===== src/rtl/dsc_pkg.sv =====
package dsc_pkg;
  typedef enum logic [1:0] {
    S_IDLE  = 2'd0,
    S_READ  = 2'd1,
    S_WRITE = 2'd2,
    S_DONE  = 2'd3
  } dsc_state_t;

  typedef enum logic [1:0] {
    END_NONE  = 2'd0,
    END_ZERO  = 2'd1,
    END_DUP   = 2'd2,
    END_ALIGN = 2'd3
  } dsc_end_t;
endpackage


===== src/rtl/dsc_regs.sv =====
module dsc_regs #(
  parameter int AW = 32,
  parameter int CW = 16,
  parameter int DW = 16
) (
  input  logic          clk,
  input  logic          rst_n,
  input  logic          load,
  input  logic [CW-1:0] cnt_ld,
  input  logic [AW-1:0] src_ld,
  input  logic [AW-1:0] dst_ld,
  input  logic [DW-1:0] cmp_ld,
  input  logic          step,
  input  logic          capture,
  input  logic [DW-1:0] rd_word,
  output logic [CW-1:0] cnt_q,
  output logic [AW-1:0] src_q,
  output logic [AW-1:0] dst_q,
  output logic [DW-1:0] cmp_q,
  output logic          cnt_last,
  output logic          ld_zero,
  output logic          ld_misaligned
);
  localparam int BYTES_PER_WORD = DW / 8;

  function automatic logic [AW-1:0] adv_addr(input logic [AW-1:0] a);
    return a + AW'(BYTES_PER_WORD);
  endfunction

  function automatic logic [CW-1:0] dec_cnt(input logic [CW-1:0] c);
    return c - CW'(1);
  endfunction

  function automatic logic is_odd_pair(input logic [AW-1:0] s, input logic [AW-1:0] d);
    return s[0] | d[0];
  endfunction

  assign cnt_last      = (cnt_q == CW'(1));
  assign ld_zero       = (cnt_ld == '0);
  assign ld_misaligned = is_odd_pair(src_ld, dst_ld);

  always_ff @(posedge clk or negedge rst_n) begin
    if (!rst_n) begin
      cnt_q <= '0;
      src_q <= '0;
      dst_q <= '0;
      cmp_q <= '0;
    end else if (load) begin
      cnt_q <= cnt_ld;
      src_q <= src_ld;
      dst_q <= dst_ld;
      cmp_q <= cmp_ld;
    end else begin
      if (step) begin
        cnt_q <= dec_cnt(cnt_q);
        src_q <= adv_addr(src_q);
        dst_q <= adv_addr(dst_q);
      end
      if (capture) begin
        cmp_q <= rd_word;
      end
    end
  end

  // source and destination move in lock step
  a_r2_lockstep: assert property (@(posedge clk) disable iff (!rst_n)
    (step && !load) |=> ((dst_q - src_q) == $past(dst_q - src_q)));

  // a step never happens on an empty count
  a_r2_no_underflow: assert property (@(posedge clk) disable iff (!rst_n)
    step |-> (cnt_q != '0));
endmodule


===== src/rtl/dsc_cmp.sv =====
module dsc_cmp #(
  parameter int DW = 16
) (
  input  logic [DW-1:0] rd_word,
  input  logic [DW-1:0] cmp_word,
  output logic          dup_hit
);
  logic [DW-1:0] diff_bits;

  genvar gi;
  generate
    for (gi = 0; gi < DW; gi++) begin : g_bit
      assign diff_bits[gi] = rd_word[gi] ^ cmp_word[gi];
    end
  endgenerate

  assign dup_hit = (diff_bits == '0);
endmodule


===== src/rtl/dsc_seq.sv =====
module dsc_seq
  import dsc_pkg::*;
(
  input  logic       clk,
  input  logic       rst_n,
  input  logic       start,
  input  logic       ld_zero,
  input  logic       ld_misaligned,
  input  logic       rd_fire,
  input  logic       wr_fire,
  input  logic       dup_hit,
  input  logic       cnt_last,
  output dsc_state_t state,
  output logic       load,
  output logic       capture,
  output logic       step,
  output logic [1:0] end_code
);
  dsc_end_t end_q;

  assign load     = (state == S_IDLE) && start;
  assign capture  = rd_fire && !dup_hit;
  assign step     = wr_fire;
  assign end_code = end_q;

  always_ff @(posedge clk or negedge rst_n) begin
    if (!rst_n) begin
      state <= S_IDLE;
      end_q <= END_NONE;
    end else begin
      unique case (state)
        S_IDLE: begin
          if (start) begin
            if (ld_misaligned) begin
              end_q <= END_ALIGN;
              state <= S_DONE;
            end else if (ld_zero) begin
              end_q <= END_ZERO;
              state <= S_DONE;
            end else begin
              end_q <= END_NONE;
              state <= S_READ;
            end
          end
        end
        S_READ: begin
          if (rd_fire) begin
            if (dup_hit) begin
              end_q <= END_DUP;
              state <= S_DONE;
            end else begin
              state <= S_WRITE;
            end
          end
        end
        S_WRITE: begin
          if (wr_fire) begin
            if (cnt_last) begin
              end_q <= END_ZERO;
              state <= S_DONE;
            end else begin
              state <= S_READ;
            end
          end
        end
        default: state <= S_IDLE;
      endcase
    end
  end

  // the end state lasts one cycle and returns to idle
  a_r7_done_to_idle: assert property (@(posedge clk) disable iff (!rst_n)
    (state == S_DONE) |=> (state == S_IDLE));

  // a start outside idle leaves the state path alone
  a_r1_busy_ignore: assert property (@(posedge clk) disable iff (!rst_n)
    (state == S_READ && start && !rd_fire) |=> (state == S_READ));
endmodule


===== src/rtl/dupstop_copier.sv =====
module dupstop_copier
  import dsc_pkg::*;
#(
  parameter int AW = 32,
  parameter int CW = 16,
  parameter int DW = 16
) (
  input  logic          clk,
  input  logic          rst_n,
  input  logic          start,
  input  logic [CW-1:0] cnt_in,
  input  logic [AW-1:0] src_in,
  input  logic [AW-1:0] dst_in,
  input  logic [DW-1:0] cmp_in,
  output logic          mem_req,
  output logic          mem_we,
  output logic [AW-1:0] mem_addr,
  output logic [DW-1:0] mem_wdata,
  input  logic [DW-1:0] mem_rdata,
  input  logic          mem_ready,
  output logic          busy,
  output logic          done,
  output logic [1:0]    end_code,
  output logic [CW-1:0] cnt_out,
  output logic [AW-1:0] src_out,
  output logic [AW-1:0] dst_out
);
  dsc_state_t    state;
  logic          load, capture, step;
  logic          rd_fire, wr_fire;
  logic          dup_hit, cnt_last, ld_zero, ld_misaligned;
  logic [DW-1:0] cmp_word;

  assign mem_req   = (state == S_READ) || (state == S_WRITE);
  assign mem_we    = (state == S_WRITE);
  assign mem_addr  = (state == S_WRITE) ? dst_out : src_out;
  assign mem_wdata = cmp_word;
  assign rd_fire   = (state == S_READ) && mem_ready;
  assign wr_fire   = (state == S_WRITE) && mem_ready;
  assign busy      = (state != S_IDLE);
  assign done      = (state == S_DONE);

  dsc_regs #(.AW(AW), .CW(CW), .DW(DW)) i_regs (
    .clk           (clk),
    .rst_n         (rst_n),
    .load          (load),
    .cnt_ld        (cnt_in),
    .src_ld        (src_in),
    .dst_ld        (dst_in),
    .cmp_ld        (cmp_in),
    .step          (step),
    .capture       (capture),
    .rd_word       (mem_rdata),
    .cnt_q         (cnt_out),
    .src_q         (src_out),
    .dst_q         (dst_out),
    .cmp_q         (cmp_word),
    .cnt_last      (cnt_last),
    .ld_zero       (ld_zero),
    .ld_misaligned (ld_misaligned)
  );

  dsc_cmp #(.DW(DW)) i_cmp (
    .rd_word  (mem_rdata),
    .cmp_word (cmp_word),
    .dup_hit  (dup_hit)
  );

  dsc_seq i_seq (
    .clk           (clk),
    .rst_n         (rst_n),
    .start         (start),
    .ld_zero       (ld_zero),
    .ld_misaligned (ld_misaligned),
    .rd_fire       (rd_fire),
    .wr_fire       (wr_fire),
    .dup_hit       (dup_hit),
    .cnt_last      (cnt_last),
    .state         (state),
    .load          (load),
    .capture       (capture),
    .step          (step),
    .end_code      (end_code)
  );

  // a stalled request holds its address, direction and data
  a_r6_stall_hold: assert property (@(posedge clk) disable iff (!rst_n)
    (mem_req && !mem_ready) |=>
      (mem_req && $stable(mem_addr) && $stable(mem_we) && $stable(mem_wdata)));

  // done never lasts two cycles
  a_r7_done_pulse: assert property (@(posedge clk) disable iff (!rst_n)
    done |=> !done);

  // a duplicate read ends the copy at once
  a_r3_dup_stop: assert property (@(posedge clk) disable iff (!rst_n)
    (mem_req && !mem_we && mem_ready && dup_hit) |=>
      (done && end_code == 2'd2 && !mem_req));

  // a moved word becomes the compare word and is the next write data
  a_r3_capture: assert property (@(posedge clk) disable iff (!rst_n)
    (mem_req && !mem_we && mem_ready && !dup_hit) |=>
      (mem_we && mem_wdata == $past(mem_rdata)));

  // a misaligned start makes no request
  a_r5_align: assert property (@(posedge clk) disable iff (!rst_n)
    (!busy && start && (src_in[0] || dst_in[0])) |=>
      (done && end_code == 2'd3 && !mem_req));

  // a count-zero end reports an empty count
  a_r4_zero_end: assert property (@(posedge clk) disable iff (!rst_n)
    (done && end_code == 2'd1) |-> (cnt_out == '0));
endmodule


===== config.mk =====
export PLATFORM = sky130hd
export DESIGN_NAME = dupstop_copier
export DESIGN_NICKNAME = d
export VERILOG_FILES = /design/src/rtl/dsc_pkg.sv /design/src/rtl/dsc_regs.sv /design/src/rtl/dsc_cmp.sv /design/src/rtl/dsc_seq.sv /design/src/rtl/dupstop_copier.sv
export SDC_FILE = /design/constraint.sdc
export NUM_CORES = 1
export LEC_CHECK = 0
export BUFFER_PORTS_ARGS = -buffer_cell sky130_fd_sc_hd__buf_2
export CELL_PAD_IN_SITES_DETAIL_PLACEMENT = 0
export CELL_PAD_IN_SITES_GLOBAL_PLACEMENT = 1
export CORE_ASPECT_RATIO = 0.8
export CORE_MARGIN = 1.5
export CORE_UTILIZATION = 35
export CTS_CLUSTER_SIZE = 30
export DETAILED_ROUTE_END_ITERATION = 6
export MAX_ROUTING_LAYER = met4
export PLACE_DENSITY_LB_ADDON = 0.1
export SYNTH_ARGS = -nofsm -noshare
export SYNTH_HDL_FRONTEND = slang
export SYNTH_SLANG_ARGS = --single-unit

===== constraint.sdc =====
create_clock -name clk -period 3.2 [get_ports clk]
set_input_delay 0.64 -clock clk [delete_from_list [all_inputs] [get_ports clk]]
set_output_delay 0.64 -clock clk [all_outputs]
set_load 0.02 [all_outputs]

## Word-level counts from Yosys, hierarchy flattened

Cells that the tools add are included.

- Register bits after elaboration: 100
- Input port bits: 116
- Word-level logic and storage cells: 75

- Add/subtract/negate cells: 3
- Equal/unequal tests: 9
- Muxes and demuxes: 25
- Bitwise logic cells: 17
- Reductions and logical operators: 15

Operators with widths:

| kind | number |
|---|---|
| $mux 32 | 5 |
| $add 32x2->32 const B | 2 |
| $mux 16 | 4 |
| $logic_not 16->1 | 2 |
| $mux 2 | 12 |
| $eq 16x1->1 const B | 1 |
| $sub 16x1->16 const B | 1 |
| $xor 1x1->1 | 16 |
| $pmux 2 s3 | 2 |
| $ne 2x1->1 const B | 4 |
| $reduce_and 6->1 | 1 |
| $reduce_bool 2->1 | 3 |
| $eq 2x2->1 const B | 2 |
| $logic_and 1x1->1 | 4 |
| $reduce_and 3->1 | 1 |
| $reduce_bool 3->1 | 1 |
| $eq 2x1->1 const B | 1 |
| $logic_not 2->1 | 1 |
| $mux 1 | 2 |
| $ne 2x2->1 const B | 1 |
| $logic_not 1->1 | 1 |
| $logic_or 1x1->1 | 1 |
| $or 1x1->1 | 1 |

## Depth between registers and ports, before layout

- Word-level depth: 6
- Mapped depth: 9

## Modules after synthesis

From an unflattened synthesis, not the netlist that was laid out.

- Cell total of the unflattened synthesis: 660
- Area, all modules: 6,278.5 µm²

By module, submodules not included:

| module | times used | cells each | area each (µm²) | seq. area each (µm²) |
|---|---|---|---|---|
| dsc_regs | 1 | 556 | 5,148.7 | 2,402.3 |
| dupstop_copier | 1 | 46 | 630.6 | 0.0 |
| dsc_seq | 1 | 37 | 321.6 | 100.1 |
| dsc_cmp | 1 | 21 | 177.7 | 0.0 |

## Worst setup path before layout

OpenSTA, ideal clock, no wires.

- Path kind: register to output
- Start point: register i_seq.state[0]
- End point: output port mem_addr[29]
- Data arrival time: 2.021 ns
- Data required time: 2.560 ns
- Path slack: 0.539 ns
- Stages on the path, launching flop included: 7
- Path through: dfrtp_1 inv_1 ha_1 buf_2 buf_1 clkbuf_1 mux2_2

- Cells in the longest elaborated chain, start to end: 2

Ends and longest elaborated chain:

| element | RTL line | RTL |
|---|---|---|
| from (decl) | dsc_seq.sv:13 | `output dsc_state_t state,` |
| from (signal assigned) | dsc_seq.sv:28 | `state <= S_IDLE;` |
| from (signal assigned) | dsc_seq.sv:36 | `state <= S_DONE;` |
| from (signal assigned) | dsc_seq.sv:39 | `state <= S_DONE;` |
| $eq 2x2->1 | - |  |
| via mem_we | dupstop_copier.sv:16 | `output logic mem_we,` |
| $mux 32 | dupstop_copier.sv:36 | `assign mem_addr = (state == S_WRITE) ? dst_out : src_out;` |
| to (decl) | dupstop_copier.sv:17 | `output logic [AW-1:0] mem_addr,` |

The timed path passes the listed nets, and every way through them passes these cells.

## Worst setup path after layout

- Start point: register i_seq.state[0]
- End point: output port mem_addr[4]

- Cells in the longest elaborated chain, start to end: 2

Ends and longest elaborated chain:

| element | RTL line |
|---|---|
| $eq 2x2->1 | dupstop_copier.sv:36 |
| $mux 32 | dupstop_copier.sv:36 |

Every way passes these cells.

==> metrics.md <==
| Metric | Value |
|---|---|
| # Max-Cap Violations | `0` |
| Total design power | `roughly 8.3 mW` |
| Syn avg cell area | `8.766 um2` |
| Unrepaired setup endpoints after global routing | `false` |
| Clock skew | `0.006538 ns` |
| Dpl ws | `0.6345 ns` |
| Total Wirelength | `between 20000 and 25000 um` |
| Worst path arrival time | `2.17 ns` |
| Final Wtd Congestion | `0.8538` |
| CTS root buf | `clkbuf_16` |
| Vias per cell | `5.158` |
| CTS resizes | `0` |
| Vias in the first global route | `5851` |
| Worst-margin pin slew | `0.8912 ns` |
| Yosys reg bits | `100` |
| Layout Cells excl Fill | `1148` |
| Placeable Area | `between 15000 and 20000 um2` |
| Register area share after synthesis | `41.37%` |
| Setup violators final | `0` |
| CP Class | `reg -> out` |
| Dpl hpwl | `14920 um` |
| Initial antenna violation count | `3` |
| Starting Density | `36.19%` |
| Clock Latency Late Sink | `0.35 ns` |
| Status | `complete, no violations` |
| First-pass GRT wire length | `31650 um` |
| Worst-path clk slew | `0.06 ns` |
| Cell count after placement | `1129` |
| Part of the cycle the worst path needs | `87.77%` |
| Fillers | `1703` |
| Initial drt markers | `266` |
| CTS tree | `built` |
| Most frequent cells in the layout | `248 x buf_2, 106 x nand2_1, 100 x dfrtp_1, 87 x o21ai_0, 61 x xnor2_1` |
| Total CTS buffers | `9` |
| CP peak stage delay | `around 0.47 ns` |
| Crit-path leading delay family | `buffers and inverters` |
| Crit-path cells | `inv_1 -> ha_2 -> buf_4 -> mux2_2 -> buf_2` |
| Hold bufs inserted after CTS | `0` |
| HP Class | `in -> async` |
| Slowest CP cell | `ha_2` |
| Antenna viol nets, final | `0` |
| Setup total negative slack | `0 ns` |
| Maximum clock rate | `356.0 MHz` |
| Synth cell types | `44` |
| Final Max Tran Viols | `0` |
| Worst Path Max Fanout | `18` |
| Area of the multi-input gates | `3344 um2` |
| CTS max path bufs | `2` |
| Startpoint types | `register` |
| Leak pwr | `3.466 nW` |
| I/O Pins | `250` |
| Final hold slack | `0.3441 ns` |
| Crit path required time | `around 2.6 ns` |
| Post-CTS setup buffer count | `0` |
| Crit. End Element | `output pin` |
| YS warnings | `0` |
| Fin. Hold Viols | `0` |
| Syn_nets | `814` |
| Area growth from synthesis to layout | `29.35%` |
| Layout cells sized above 1 | `about a third` |
| DRC | `0` |
| Final nets | `about 1000` |
| DRT Pass-1 Iters | `4` |
| Die width | `150.0 um` |
| Die Ht | `120.6 um` |
| Crit path buf inv count | `3` |
| Leading cell type in the layout, fill and taps excluded | `buf_2` |
| Synthesized cell area | `a little over 6000 um2` |
| Drt wl/cell | `17.42 um` |
| Die Area | `18080 um2` |
| Max VDD drop | `between 0.5 and 0.6 mV` |
| Slew Limit Headroom | `40.59%` |
| Final critical-path required period | `2.809 ns` |
| Post-Synthesis Cells | `690` |
| Core Rows | `42` |
| Register Area | `2502 um2` |
| Buffers added on ports | `249` |
| Total gr overflow | `0` |
| H-tree depth reported by CTS | `3` |
| Final worst slack | `just under 0.4 ns` |
| # clock sinks | `100` |
| Pwr dens | `1063 nW/um2` |
| Pin count of the biggest net entering global routing | `96` |
| All-Layer GR Usage | `23.08%` |
| Vias | `5921` |
## kinds of logic (layout without fill, tap and decap cells)
kind of cell,Yosys count,in the layout,share of synthesized area (%)
buffers and inverters,54,289,3.537
adder cells (fa/ha/maj),8,8,1.655
AO/OA/AOI/OAI,146,146,13.57
XOR/XNOR,87,87,12.60
other,0,3,0
AND/OR/NAND/NOR,264,264,21.51
multiplexers,31,31,5.751
flip-flops,100,100,41.37
## path summary, 6_finish.rpt
kind                              startpoint                end  slack [ns]  depth (start not counted)
min in group clk           i_seq.end_code[0]  i_seq.end_code[0]        0.49                          1
max                           i_seq.state[0]        mem_addr[4]        0.39                          5
min                                    rst_n    i_regs.dst_q[0]        0.34                          1
min reg2reg                i_seq.end_code[0]  i_seq.end_code[0]        0.49                          1
max reg2reg                   i_seq.state[0]   i_regs.src_q[28]        0.69                          7
max in group asynchronous              rst_n   i_regs.dst_q[26]        2.13                          2
## cell usage after synthesis
cell type | count | area share (%)
or3_1 | 3 | 0.31
nand2_1 | 106 | 6.6
xnor2_1 | 61 | 8.8
ha_1 | 8 | 1.7
clkbuf_1 | 32 | 2.0
inv_1 | 12 | 0.74
nand3_1 | 24 | 2.0
o21ai_0 | 87 | 7.2
o21ai_1 | 5 | 0.41
and3_1 | 18 | 1.9
nand4_1 | 18 | 1.9
buf_2 | 3 | 0.25
a22o_1 | 2 | 0.29
xor2_1 | 26 | 3.8
a21bo_2 | 1 | 0.17
a21oi_1 | 21 | 1.7
and2_1 | 6 | 0.62
a211o_1 | 2 | 0.29
nor4_1 | 18 | 1.9
nor2_1 | 38 | 2.4
nor4_4 | 1 | 0.35
mux2_2 | 28 | 5.2
mux2_1 | 2 | 0.37
and4_1 | 8 | 1.2
mux2i_1 | 1 | 0.17
or4_1 | 4 | 0.50
o22ai_1 | 1 | 0.10
nor4_2 | 1 | 0.21
buf_6 | 1 | 0.19
o41ai_1 | 1 | 0.14
nand3b_1 | 1 | 0.12
nor3_1 | 15 | 1.2
a41oi_1 | 1 | 0.14
a211oi_1 | 1 | 0.12
a31oi_1 | 20 | 2.1
o31ai_1 | 1 | 0.12
or4_4 | 1 | 0.19
dfrtp_1 | 100 | 41
o41a_1 | 1 | 0.19
buf_1 | 6 | 0.37
nand4_2 | 1 | 0.21
or2_2 | 1 | 0.10
o221ai_1 | 1 | 0.14
a221oi_4 | 1 | 0.43
## stage by stage
stage,util [%],instance area [um2]
after CTS,46.77,7816
after global placement,45.07,7531
after detailed placement,45.07,7531
final,46.82,7824
after global routing,46.82,7824
after floorplan,-,6048
## registers in the layout, indices dropped and copies added (netlist names)
register        flops
i_regs.cmp_q       16
i_regs.cnt_q       16
i_seq.state         2
i_regs.src_q       32
i_regs.dst_q       32
i_seq.end_code      2
## final cells by class
class	instances	share of cell area, %
Multi-Input combinational cell	536	42.75
Sequential cell	100	31.98
Timing Repair Buffer	261	17.43
Tap cell	220	3.518
Clock buffer	11	2.975
Clock inverter	5	0.6717
Inverter	12	0.5757
Antenna cell	3	0.09595
## report_power, final
part	leakage, nW	internal (mW)	switching (mW)	total (mW)
clock	0.139	0.604	0.494	1.10
combinational	2.12	1.74	2.75	4.49
sequential	1.21	1.88	0.853	2.73
total	3.47	4.22	4.10	8.32
## per-layer routing
| layer | wire (um) | up-vias | part of all wire, % | GRT usage (%) |
|---|---|---|---|---|
| met3 | 1496 | 24 | 7.5 | 4.830 |
| met1 | 9455 | 2787 | 47 | 32.55 |
| met2 | 8776 | 212 | 44 | 33.43 |
| met4 | 274 | 0 | 1.4 | 6.311 |
| li1 | - | 2898 | - | - |
| met5 | 0 | - | 0 | - |
Power figures use the tool's default switching activity.
